[src/rtl/serial_tx_pkg.sv]
package serial_tx_pkg;
  localparam int CHAR_W    = 8;
  localparam int BIT_TICKS = 16;
  localparam int CNT_W     = $clog2(3 * BIT_TICKS);
  localparam int IDX_W     = $clog2(CHAR_W);

  localparam logic [2:0] CMD_ENABLE  = 3'd1;
  localparam logic [2:0] CMD_DISABLE = 3'd2;
  localparam logic [2:0] CMD_RESET   = 3'd3;
  localparam logic [2:0] CMD_BRK_ON  = 3'd4;
  localparam logic [2:0] CMD_BRK_OFF = 3'd5;

  localparam logic [1:0] XB_PARITY = 2'd0;
  localparam logic [1:0] XB_FORCED = 2'd1;
  localparam logic [1:0] XB_NONE   = 2'd2;
  localparam logic [1:0] XB_ADDR   = 2'd3;

  typedef enum logic [2:0] {ST_IDLE, ST_START, ST_DATA, ST_EXTRA, ST_STOP} tx_state_e;

  function automatic logic [CHAR_W-1:0] char_mask(input logic [1:0] len);
    return CHAR_W'((1 << (int'(len) + 5)) - 1);
  endfunction

  function automatic logic extra_bit(input logic [CHAR_W-1:0] d, input logic [1:0] kind,
                                     input logic pol);
    case (kind)
      XB_PARITY: return (^d) ^ pol;
      XB_NONE:   return 1'b0;
      default:   return pol;
    endcase
  endfunction

  // stop length in ticks: 9..16, +16 for long codes, +8 for 5-bit chars
  function automatic logic [CNT_W-1:0] stop_len(input logic [3:0] code, input logic [1:0] len);
    logic [CNT_W-1:0] s;
    s = CNT_W'(BIT_TICKS / 2 + 1) + CNT_W'(code[2:0]);
    if (code[3]) s = s + CNT_W'(BIT_TICKS);
    if (len == 2'd0) s = s + CNT_W'(BIT_TICKS / 2);
    return s;
  endfunction
endpackage

[src/rtl/tx_mode_regs.sv]
module tx_mode_regs (
  input  logic       clk_i,
  input  logic       rst_ni,
  input  logic       char_we_i,
  input  logic [4:0] char_i,
  input  logic       line_we_i,
  input  logic [4:0] line_i,
  output logic [1:0] len_o,
  output logic [1:0] xb_kind_o,
  output logic       xb_pol_o,
  output logic [3:0] stop_code_o,
  output logic       cts_en_o
);
  logic [4:0] char_q, line_q;

  always_ff @(posedge clk_i or negedge rst_ni) begin
    if (!rst_ni) begin
      char_q <= '0;
      line_q <= '0;
    end else begin
      if (char_we_i) char_q <= char_i;
      if (line_we_i) line_q <= line_i;
    end
  end

  assign len_o       = char_q[1:0];
  assign xb_kind_o   = char_q[3:2];
  assign xb_pol_o    = char_q[4];
  assign stop_code_o = line_q[3:0];
  assign cts_en_o    = line_q[4];
endmodule

[src/rtl/tx_hold_ctrl.sv]
module tx_hold_ctrl
  import serial_tx_pkg::*;
(
  input  logic              clk_i,
  input  logic              rst_ni,
  input  logic              cmd_we_i,
  input  logic [2:0]        cmd_i,
  input  logic              data_we_i,
  input  logic [CHAR_W-1:0] data_i,
  input  logic              load_i,
  output logic              en_o,
  output logic              brk_o,
  output logic              full_o,
  output logic [CHAR_W-1:0] data_o
);
  always_ff @(posedge clk_i or negedge rst_ni) begin
    if (!rst_ni) begin
      en_o   <= 1'b0;
      brk_o  <= 1'b0;
      full_o <= 1'b0;
      data_o <= '0;
    end else begin
      if (load_i) full_o <= 1'b0;
      if (data_we_i && en_o && !full_o) begin
        full_o <= 1'b1;
        data_o <= data_i;
      end
      if (cmd_we_i) begin
        case (cmd_i)
          CMD_ENABLE:  en_o <= 1'b1;
          CMD_DISABLE: en_o <= 1'b0;
          CMD_BRK_ON:  brk_o <= 1'b1;
          CMD_BRK_OFF: brk_o <= 1'b0;
          CMD_RESET: begin
            en_o   <= 1'b0;
            brk_o  <= 1'b0;
            full_o <= 1'b0;
          end
          default: ;
        endcase
      end
    end
  end

  p_write_fills_r2: assert property (@(posedge clk_i) disable iff (!rst_ni)
    (data_we_i && en_o && !full_o && !cmd_we_i) |=> full_o);
endmodule

[src/rtl/tx_frame_engine.sv]
module tx_frame_engine
  import serial_tx_pkg::*;
(
  input  logic              clk_i,
  input  logic              rst_ni,
  input  logic              tick_i,
  input  logic              start_i,
  input  logic              abort_i,
  input  logic [CHAR_W-1:0] data_i,
  input  logic [1:0]        len_i,
  input  logic [1:0]        xb_kind_i,
  input  logic              xb_pol_i,
  input  logic [3:0]        stop_code_i,
  output logic              busy_o,
  output logic              txd_o
);
  tx_state_e         state_q;
  logic [CNT_W-1:0]  cnt_q, stop_q, bit_ticks;
  logic [IDX_W-1:0]  idx_q, last_q;
  logic [CHAR_W-1:0] shreg_q, masked;
  logic              xb_en_q, xb_q, bit_done;

  assign masked    = data_i & char_mask(len_i);
  assign bit_ticks = (state_q == ST_STOP) ? stop_q : CNT_W'(BIT_TICKS);
  assign bit_done  = tick_i && (cnt_q == bit_ticks - 1'b1);

  always_ff @(posedge clk_i or negedge rst_ni) begin
    if (!rst_ni) begin
      state_q <= ST_IDLE;
      cnt_q   <= '0;
      idx_q   <= '0;
      last_q  <= '0;
      shreg_q <= '0;
      xb_en_q <= 1'b0;
      xb_q    <= 1'b0;
      stop_q  <= '0;
    end else if (abort_i) begin
      state_q <= ST_IDLE;
      cnt_q   <= '0;
    end else if (state_q == ST_IDLE) begin
      if (start_i) begin
        // frame settings are frozen here for the whole character
        state_q <= ST_START;
        cnt_q   <= '0;
        idx_q   <= '0;
        last_q  <= IDX_W'(len_i) + IDX_W'(4);
        shreg_q <= masked;
        xb_en_q <= (xb_kind_i != XB_NONE);
        xb_q    <= extra_bit(masked, xb_kind_i, xb_pol_i);
        stop_q  <= stop_len(stop_code_i, len_i);
      end
    end else if (tick_i) begin
      if (bit_done) begin
        cnt_q <= '0;
        case (state_q)
          ST_START: state_q <= ST_DATA;
          ST_DATA: begin
            if (idx_q == last_q) begin
              state_q <= xb_en_q ? ST_EXTRA : ST_STOP;
            end else begin
              idx_q   <= idx_q + 1'b1;
              shreg_q <= shreg_q >> 1;
            end
          end
          ST_EXTRA: state_q <= ST_STOP;
          default:  state_q <= ST_IDLE;
        endcase
      end else begin
        cnt_q <= cnt_q + 1'b1;
      end
    end
  end

  always_comb begin
    case (state_q)
      ST_START: txd_o = 1'b0;
      ST_DATA:  txd_o = shreg_q[0];
      ST_EXTRA: txd_o = xb_q;
      default:  txd_o = 1'b1;
    endcase
  end

  assign busy_o = (state_q != ST_IDLE);

  p_tick_hold_r14: assert property (@(posedge clk_i) disable iff (!rst_ni)
    (busy_o && !tick_i && !abort_i) |=> ($stable(cnt_q) && $stable(state_q)));
  p_stop_high_r8: assert property (@(posedge clk_i) disable iff (!rst_ni)
    (state_q == ST_STOP) |-> txd_o);
endmodule

[src/rtl/serial_tx_path.sv]
module serial_tx_path
  import serial_tx_pkg::*;
(
  input  logic       clk_i,
  input  logic       rst_ni,
  input  logic       tick16_i,
  input  logic       char_mode_we_i,
  input  logic [4:0] char_mode_i,
  input  logic       line_mode_we_i,
  input  logic [4:0] line_mode_i,
  input  logic       cmd_we_i,
  input  logic [2:0] cmd_i,
  input  logic       data_we_i,
  input  logic [7:0] data_i,
  input  logic       cts_ni,
  output logic       txd_o,
  output logic [3:0] status_o
);
  logic [1:0]        len, xb_kind;
  logic              xb_pol, cts_en;
  logic [3:0]        stop_code;
  logic              en, brk, full, busy, eng_txd, abort, start, cts_ok;
  logic [CHAR_W-1:0] hold_data;

  tx_mode_regs u_mode (
    .clk_i, .rst_ni,
    .char_we_i(char_mode_we_i), .char_i(char_mode_i),
    .line_we_i(line_mode_we_i), .line_i(line_mode_i),
    .len_o(len), .xb_kind_o(xb_kind), .xb_pol_o(xb_pol),
    .stop_code_o(stop_code), .cts_en_o(cts_en)
  );

  tx_hold_ctrl u_hold (
    .clk_i, .rst_ni,
    .cmd_we_i, .cmd_i, .data_we_i, .data_i,
    .load_i(start), .en_o(en), .brk_o(brk), .full_o(full), .data_o(hold_data)
  );

  assign abort  = cmd_we_i && (cmd_i == CMD_RESET);
  assign cts_ok = !cts_en || !cts_ni;
  assign start  = en && full && !busy && !brk && cts_ok && !abort;

  tx_frame_engine u_eng (
    .clk_i, .rst_ni,
    .tick_i(tick16_i), .start_i(start), .abort_i(abort),
    .data_i(hold_data), .len_i(len), .xb_kind_i(xb_kind), .xb_pol_i(xb_pol),
    .stop_code_i(stop_code), .busy_o(busy), .txd_o(eng_txd)
  );

  assign txd_o    = busy ? eng_txd : !brk;
  assign status_o = {en && !full && !busy, en && !full, 2'b00};

  p_load_clears_hold_r2: assert property (@(posedge clk_i) disable iff (!rst_ni)
    $rose(busy) |-> !full);
  p_start_low_r3: assert property (@(posedge clk_i) disable iff (!rst_ni)
    $rose(busy) |-> !txd_o);
  p_cts_block_r10: assert property (@(posedge clk_i) disable iff (!rst_ni)
    (!busy && cts_en && cts_ni) |=> !busy);
  p_break_block_r11: assert property (@(posedge clk_i) disable iff (!rst_ni)
    (brk && !busy) |=> !busy);
  p_reset_mark_r13: assert property (@(posedge clk_i) disable iff (!rst_ni)
    abort |=> (txd_o && !busy && status_o == 4'b0000));
endmodule

[config.mk]
export PLATFORM = sky130hd
export DESIGN_NAME = serial_tx_path
export DESIGN_NICKNAME = d
export VERILOG_FILES = /design/src/rtl/serial_tx_pkg.sv /design/src/rtl/tx_mode_regs.sv /design/src/rtl/tx_hold_ctrl.sv /design/src/rtl/tx_frame_engine.sv /design/src/rtl/serial_tx_path.sv
export SDC_FILE = /design/constraint.sdc
export NUM_CORES = 1
export LEC_CHECK = 0
export CORE_AREA = 2 2 74 76
export CTS_BUF_LIST = sky130_fd_sc_hd__clkbuf_16
export DETAILED_ROUTE_END_ITERATION = 10
export DIE_AREA = 0 0 76 78
export GPL_TIMING_DRIVEN = 0
export PLACE_DENSITY = 0.76
export SYNTH_ARGS = -nofsm -noshare
export SYNTH_HDL_FRONTEND = slang
export SYNTH_SLANG_ARGS = --single-unit
[constraint.sdc]
create_clock -name clk_i -period 3.6 [get_ports clk_i]
set_input_delay 0.72 -clock clk_i [delete_from_list [all_inputs] [get_ports clk_i]]
set_output_delay 0.72 -clock clk_i [all_outputs]
set_load 0.03 [all_outputs]
==> results of run 1 <==
power groups by stage:
stage                     clock network, W  logic, W  registers (W)
after floorplan                          0  0.000649       0.000917
after global placement                   0  0.000803       0.000963
after detailed placement                 0  0.000829       0.000973
after CTS                         0.000484  0.000839       0.000963
after global routing              0.000504  0.000939       0.000999
final                             0.000471  0.000841       0.000966
sequential cells by signal, indices dropped and copies added, names as in the netlist:
name and count:
u_eng.cnt_q 6, u_eng.idx_q 3, u_eng.last_q 3, u_eng.shreg_q 8
u_eng.state_q 3, u_eng.stop_q 6, u_eng.xb_en_q 1, u_eng.xb_q 1
u_hold.brk_o 1, u_hold.data_o 8, u_hold.en_o 1, u_hold.full_o 1
u_mode.char_q 5, u_mode.line_q 5
kinds of logic (layout without fill, tap and decap cells):
kind of cell,Yosys count,after routing,share of synthesized area [%]
buffers and inverters,23,63,3.70
AND/OR/NAND/NOR,79,79,14.8
multiplexers,25,25,9.99
XOR/XNOR,15,15,4.68
AO/OA/AOI/OAI,68,68,16.8
flip-flops,52,52,46.4
other,2,4,0.268
adder cells (fa/ha/maj),7,7,3.39
critical path, cell delays in order, from the launching register on:
cell             delay, ps
dfrtp_1                360
buf_2                  170
or2_2                  310
nor2_1                 250
clkbuf_1               360
and2_1                 190
clkdlybuf4s50_1        660
cell type report:
cell class / count / share of cell area, %
clock inverter: 3 / 0.630
inverter: 11 / 1.22
timing repair buffer: 32 / 9.63
buffer: 12 / 1.85
multi-input combinational: 198 / 41.8
sequential: 52 / 38.5
tap: 70 / 2.59
clock buffer: 5 / 3.71
Yosys cell counts (all sizes together), types with 3 or more instances:
library cell  number
a2bb2oi            4
clkbuf             6
dfrtp             52
a31oi              5
or4                5
o31ai              4
ha                 6
nor3b              3
xnor2             12
o22ai              3
mux2              24
and3               5
nand2             25
nor2               9
nand3              6
buf                6
xor2               3
a21oi              5
o21ai             19
nor3               7
inv               11
o2bb2ai            5
o211ai             3
nand2b             5
through the flow:
stage | util (%) | setup TNS (ps) | total power [W] | instances | cell area, µm²
after floorplan | - | 0 | 0.00157 | 273 | 2810
after global routing | 67.0 | 0 | 0.00244 | 383 | 3380
after CTS | 66.9 | 0 | 0.00229 | 383 | 3370
final | 67.0 | 0 | 0.00228 | 383 | 3380
after global placement | 63.7 | -44.4 | 0.00177 | 374 | 3210
after detailed placement | 64.0 | -431 | 0.00180 | 375 | 3230
worst max path at each step:
stage	from	end	slack, ps	cells past startpoint
3_5_place_dp	cmd_i[2]	u_eng.stop_q[4]	-90	9
2_1_floorplan	u_eng.state_q[0]	u_eng.state_q[1]	810	10
3_3_place_gp	cmd_we_i	u_eng.stop_q[5]	-10	9
5_1_grt	u_eng.state_q[0]	status_o[3]	130	6
6_report	u_eng.state_q[0]	status_o[3]	300	6
4_1_cts	cmd_i[2]	u_eng.stop_q[4]	170	9
what timing repair did:
item | in CTS | in global routing
gates resized for setup | 0 | 1
hold buffers | 0 | 0
setup endpoints to repair | 0 | 6
per-layer routing:
metal	part of all wire (%)	global-route usage [%]	vias up
li1	-	-	1074
met1	48	31.4	1061
met2	47	33.4	57
met3	4.3	4.19	2
met4	0.58	5.82	0
met5	0	0	-
==> impl_metrics.toml, run 1 <==
[drt]
route.detailed.drc = 0
via_count = 2194
drtIter0Drc = 273
wl_um = 5900
wl_per_cell_um = 15.4
drtPass1Iterations = 4
drtAntennaViolNets = 0
vias_per_cell = 5.73

[clocking]
post_cts_buffers = 0
h-tree-depth = 2
cts.sinks = 52
clockRootBuffer = "clkbuf_16"
cts_tree = "done"
cts.reportedPaths.clkPinSlew_ps = 70
cts_buffer_depth = 2
cts-buffers-inserted = 5
clock_latency_ps = 290

[synthesis]
syn_avg_cell_area_um2 = 10.4
ys.flop_type = "dfrtp_1"
yosysTopAreaCellShare_pct = 46.4
synth_area_leaders = "dfrtp_1 46%, mux2_2 9.6%, xnor2_1 3.7%"
ys_ff_latch = 52
synth_top_cell_by_area = "dfrtp_1"
async_flop_share_pct = 100
synth_cells = 271
ys_types = 54
ys_seq_area_share_pct = 46.4
synth-edff-count = 0
netlist_area_um2 = 2810
yosysWarnings = 0

[timing]
drv_slew = 0
tightest_slew_ps = 606
setup_viol = 0
hold_slack_ps = 435
period_share_pct = 91.8
period_minus_slack_ps = 3300
max_freq_mhz = 303
finalClockSkew_ps = 6.59
slew_headroom_pct = 59.6
hold_viol_final = 0
timing.final.ws_setup_ps = 296
rsz0062_at_grt = "false"

[cells_and_area]
final_common_cell = "dfrtp_1"
syn_to_final_growth_pct = 20.4
diodes = 0
final_nets = 348
drive_gt1_share_pct = 13.4
fillers = 421
multiInputGateArea_um2 = 1410
register_area_um2 = 1300
layout_common_cells = "52 x dfrtp_1, 30 x clkdlybuf4s50_1, 25 x nand2_1, 24 x mux2_2, 19 x o21ai_0"

[power_and_ir_drop]
peakVddDrop_uv = 494
power_frac_comb_pct = 36.9
switching_share_pct = 35.5
power.density_nw_per_um2 = 675
seqPwrFrac_pct = 42.4
clkPwrFrac_pct = 20.7
p_leak_nw = 1.42
intPower_w = 0.00147
p_sw_w = 0.000810

[placed_design]
gp_congestion = 0.862
port_buffers = 31
pre_cts_ws_ps = -93.6
dp_hpwl_um = 4390

[grt]
grt_pass1_vias = 2064
grt_pass1_wl_um = 10200
antenna_found_initial = 0
grt.overflow.total = 0
grt_usage_pct = 21.6
grt_max_degree = 28

[die]
core-area_um2 = 5040
start_util_pct = 55.6
die_area_um2 = 5930
die_y_um = 78
die_x_um = 76
fp-row-count = 26
io_pins = 34

[critical_path]
startpoint_type = "flop"
critical_path_class = "flop to output pin"
worst_ep_required_time_ps = 2880
r2r_slack_ps = 650
reg2regPathDepth = 10
r2r-start = "u_eng.state_q[0]"
arrival_ps = 2580
end_kind = "output pin"
cp_max_fo = 10
r2r_end = "u_eng.state_q[1]"

[run]
cap_violations = 0

[run_status]
status = "complete, no violations"

[hold_path]
hold_class = "input port to async pin"
Power figures use the tool's default switching activity.
==> inputs of run 2 (changes only) <==
CORE_AREA = 2 2 72 74   (was 2 2 74 76)
DIE_AREA = 0 0 74 76   (was 0 0 76 78)
PLACE_DENSITY = 0.8   (was 0.76)
clock period = 4.1 ns   (was 3.6 ns; I/O delays follow)
==> run 2 against run 1 <==
Sequential share of layout area is 0.13 points lower; register-to-register slack gained 400 ps; combinational power down 13%; die area down 5.1%; worst hold slack got worse by 22 ps; wire length down 2.0%; largest power group unchanged.
==> impl_metrics.toml, run 2 (synthesis results as in run 1) <==
[clocking]
cts.sinks = 52
post_cts_buffers = 0
cts.reportedPaths.clkPinSlew_ps = 70
post_cts_resized = 0
cts_tree = "done"
clockRootBuffer = "clkbuf_16"
cts_buffer_depth = 2
h-tree-depth = 2
cts-buffers-inserted = 5
cts_hold_buf = 0
clock_latency_ps = 290

[cells_and_area]
layout_common_cells = "52 x dfrtp_1, 30 x clkdlybuf4s50_1, 25 x nand2_1, 24 x mux2_2, 19 x o21ai_0"
final_nets = 348
fillers = 376
fin_util_pct = 69.0
syn_to_final_growth_pct = 20.8
final_common_cell = "dfrtp_1"
reg_top3 = "u_eng.shreg_q x8, u_hold.data_o x8"
diodes = 0
fin_cells = 383
drive_gt1_share_pct = 12.5

[critical_path]
r2r_end = "u_eng.stop_q[4]"
arrival_ps = 3700
r2r-start = "u_eng.state_q[0]"
startpoint_type = "input port"
end_kind = "flop"
cp_max_fo = 10
critical_path_class = "input port to flop"
r2r_slack_ps = 1050
reg2regPathDepth = 8
worst_ep_required_time_ps = 4250

[placed_design]
dp_hpwl_um = 4180
pre_cts_ws_ps = 284
dpl.cell_count = 375
port_buffers = 31
gp_congestion = 0.883

[drt]
drtAntennaViolNets = 0
vias_per_cell = 5.77
wl_um = 5780
wl_per_cell_um = 15.1
drtPass1Iterations = 6
drtIter0Drc = 165
via_count = 2208
route.detailed.drc = 0

[grt]
grt_pass1_vias = 2124
grt_usage_pct = 22.7
antenna_found_initial = 0
grt_max_degree = 42
grt.overflow.total = 0
grt_pass1_wl_um = 9990

[die]
core-area_um2 = 4910
die_area_um2 = 5620
die_y_um = 76
fp-row-count = 26
start_util_pct = 57.1
io_pins = 34
die_x_um = 74

[power_and_ir_drop]
p_leak_nw = 1.42
power_frac_comb_pct = 35.7
intPower_w = 0.00134
clkPwrFrac_pct = 22.5
seqPwrFrac_pct = 41.8
peakVddDrop_uv = 430
switching_share_pct = 34.3
fin_total_pwr_w = 0.00205
p_sw_w = 0.000702
power.density_nw_per_um2 = 604

[timing]
max_freq_mhz = 282
rsz0062_at_grt = "false"
tns_ps = 0
hold_viol_final = 0
period_share_pct = 86.5
drv_slew = 0
setup_viol = 0
timing.final.ws_setup_ps = 555
finalClockSkew_ps = 6.58
slew_headroom_pct = 28.1
tightest_slew_ps = 1070
period_minus_slack_ps = 3540

[hold_path]
hold_class = "input port to async pin"

[run_status]
status = "complete, no violations"

[run]
cap_violations = 0
-- run 2: layout make-up --
cell class,instances,area (µm²),area share (%)
plain buffers,12,62.6,1.85
clock buffers,5,125,3.69
clock inverters,3,37.5,1.11
inverters,11,41.3,1.22
multi-input cells,198,1410,41.5
flip-flops and latches,52,1300,38.4
well taps,70,87.6,2.58
repair buffers,32,325,9.60
-- run 2: metal layers --
metal	vias up	share of wire (%)	track usage, %	wire length [µm]
met1	1076	47	33.0	2710
met5	-	0	0	0
met4	0	0.73	6.18	42
met2	56	48	35.1	2800
met3	4	4.0	3.97	229
li1	1072	-	-	-
-- run 2: how the worst max path moves through the flow --
stage | from | end | slack, ps | cells past startpoint
finish | cmd_we_i | u_eng.stop_q[4] | 560 | 9
global route | cmd_we_i | u_eng.stop_q[4] | 380 | 9
CTS | cmd_we_i | u_eng.stop_q[4] | 540 | 9
detailed placement | cmd_we_i | u_eng.stop_q[0] | 280 | 9
global placement | cmd_we_i | u_eng.stop_q[5] | 400 | 9
floorplan | u_eng.state_q[0] | u_eng.state_q[1] | 1310 | 10
-- run 2: power groups by stage --
stage | clock network [W] | logic, W | registers, W
after floorplan | 0 | 0.000569 | 0.000805
after global placement | 0 | 0.000703 | 0.000848
final | 0.000460 | 0.000730 | 0.000856
after detailed placement | 0 | 0.000721 | 0.000857
after CTS | 0.000465 | 0.000733 | 0.000851
after global routing | 0.000486 | 0.000804 | 0.000880
-- run 2: stage by stage --
stage | area, µm² | hold slack, ps
floorplan | 2810 | 444
global placement | 3210 | 475
detailed placement | 3230 | 475
CTS | 3390 | 424
global route | 3390 | 437
finish | 3390 | 413
-- run 2: worst max-delay path, cell delays in order --
cell	delay [ps]
clkdlybuf4s50_1	440
nor2b_1	160
and3_1	190
clkbuf_1	180
nor3_1	900
nand2_1	480
clkbuf_1	310
nand2_1	130
o21ai_0	90
==> inputs of run 3 (changes only) <==
CELL_PAD_IN_SITES_DETAIL_PLACEMENT = 1   (was unset)
CELL_PAD_IN_SITES_GLOBAL_PLACEMENT = 1   (was unset)
CORE_AREA = 2 2 83 85   (was 2 2 72 74)
DIE_AREA = 0 0 85 87   (was 0 0 74 76)
PLACE_DENSITY = 0.76   (was 0.8)
clock period = 4.05 ns   (was 4.1 ns; I/O delays follow)
==> run 3 against run 2 <==
Die area grew 31%; worst hold slack improved by 91 ps; utilization fell by 17 points; flip-flop and latch count is the same; clock power down 6.5%; combinational power rose by 2.7%; first-iteration DRC count down 59%; setup slack lost 150 ps; global-route usage decreased by 3.6 points; register-to-register slack worse by 140 ps; power decreased by 0.34%; final area barely moved; critical path type unchanged; largest cell class unchanged; largest power group unchanged; highest routed layer unchanged.
==> impl_metrics.toml, run 3 (synthesis results as in run 1) <==
[critical_path]
r2r-start = "u_eng.state_q[0]"
critical_path_class = "input port to flop"
startpoint_type = "input port"
end_kind = "flop"
cp_max_fo = 10
worst_ep_required_time_ps = 4240
cp-startpoint = "cmd_we_i"
arrival_ps = 3830

[cells_and_area]
drive_gt1_share_pct = 13.1
fin_util_pct = 51.5
syn_to_final_growth_pct = 20.7
diodes = 0
layout_common_cells = "52 x dfrtp_1, 30 x clkdlybuf4s50_1, 25 x nand2_1, 24 x mux2_2, 19 x o21ai_0"
final_nets = 348
final_common_cell = "dfrtp_1"
reg_top3 = "u_eng.shreg_q x8, u_hold.data_o x8"

[clocking]
cts.sinks = 52
clockRootBuffer = "clkbuf_16"
post_cts_resized = 0
cts_tree = "done"
clock_latency_ps = 290
cts-buffers-inserted = 5
cts.reportedPaths.clkPinSlew_ps = 70
h-tree-depth = 2
cts_buffer_depth = 2
cts_hold_buf = 0
post_cts_buffers = 0

[timing]
timing.final.ws_setup_ps = 410
hold_viol_final = 0
tns_ps = 0
drv_slew = 0
rsz0062_at_grt = "false"
max_freq_mhz = 275
period_minus_slack_ps = 3640
slew_headroom_pct = 29.7
finalClockSkew_ps = 7.85
tightest_slew_ps = 1050
setup_viol = 0
period_share_pct = 89.9

[die]
start_util_pct = 42.7
die_y_um = 87
fp-row-count = 30
io_pins = 34
core-area_um2 = 6570
die_area_um2 = 7400
die_x_um = 85

[drt]
drtAntennaViolNets = 0
vias_per_cell = 5.62
via_count = 2210
route.detailed.drc = 0
wl_per_cell_um = 17.0
drtPass1Iterations = 4
wl_um = 6690
drtIter0Drc = 67

[placed_design]
pre_cts_ws_ps = 220
port_buffers = 31
gp_congestion = 0.814
dp_hpwl_um = 5050

[run_status]
status = "complete, no violations"

[hold_path]
hp-start = "u_eng.shreg_q[7]"
hold_class = "flop to flop"

[grt]
grt_pass1_wl_um = 11300
grt_pass1_vias = 2302
grt_usage_pct = 19.1
grt.overflow.total = 0
antenna_found_initial = 0
grt_max_degree = 30

[power_and_ir_drop]
power.density_nw_per_um2 = 602
peakVddDrop_uv = 308
fin_total_pwr_w = 0.00204
p_leak_nw = 1.42

[run]
cap_violations = 0
run 3: cell types whose count changed in the layout (fill, tap and decap cells not counted):
cell	previous run	this run
bufinv_16	1	0
clkinv_1	2	0
clkinv_2	0	1
clkinv_4	0	1
inv_6	0	1
run 3: path summary, 6_finish.rpt:
| path | end | slack (ps) | cells after the start |
|---|---|---|---|
| max in group asynchronous | u_hold.data_o[1] | 2910 | 2 |
| min in group asynchronous | u_eng.stop_q[5] | 570 | 1 |
| worst max register to register | u_eng.stop_q[5] | 910 | 7 |
| worst max-delay path | u_eng.stop_q[5] | 410 | 8 |
| worst min register to register | u_eng.shreg_q[7] | 500 | 1 |
| worst min-delay path | u_eng.shreg_q[7] | 500 | 1 |
run 3: area by class of cell:
type                       instances  area, µm²
clock inverter                     3       22.5
inverter                          11       41.3
tap                               80        100
clock buffer                       5        125
buffer                            12       62.6
multi-input combinational        198       1410
sequential                        52       1300
fill                             731       3180
timing repair buffer              32        325
run 3: per-stage QoR:
stage | cell area [µm²] | std cells | hold WS, ps
final | 3390 | 393 | 504
after global routing | 3390 | 393 | 532
after CTS | 3390 | 393 | 506
after detailed placement | 3240 | 385 | 482
after global placement | 3220 | 384 | 474
after floorplan | 2810 | 273 | 444
run 3: metal layers:
layer	vias up	GRT usage (%)	routed length, µm
met4	0	6.35	134
met5	-	0	0
li1	1069	-	-
met3	14	2.84	140
met2	25	34.1	3540
met1	1102	23.8	2870
run 3: where the power goes:
group          total (W)  switching [W]  internal, W
clock network   0.000430       0.000198     0.000232
logic           0.000750       0.000370     0.000379
registers       0.000860       0.000165     0.000695
total            0.00204       0.000733      0.00131
run 3: critical path, cell delays in order:
cell             delay (ps)
clkdlybuf4s50_1         450
nor2b_1                 170
and3_1                  180
clkbuf_1                180
nor3_1                  880
nand2_1                 530
clkbuf_1                340
o21ai_0                 300
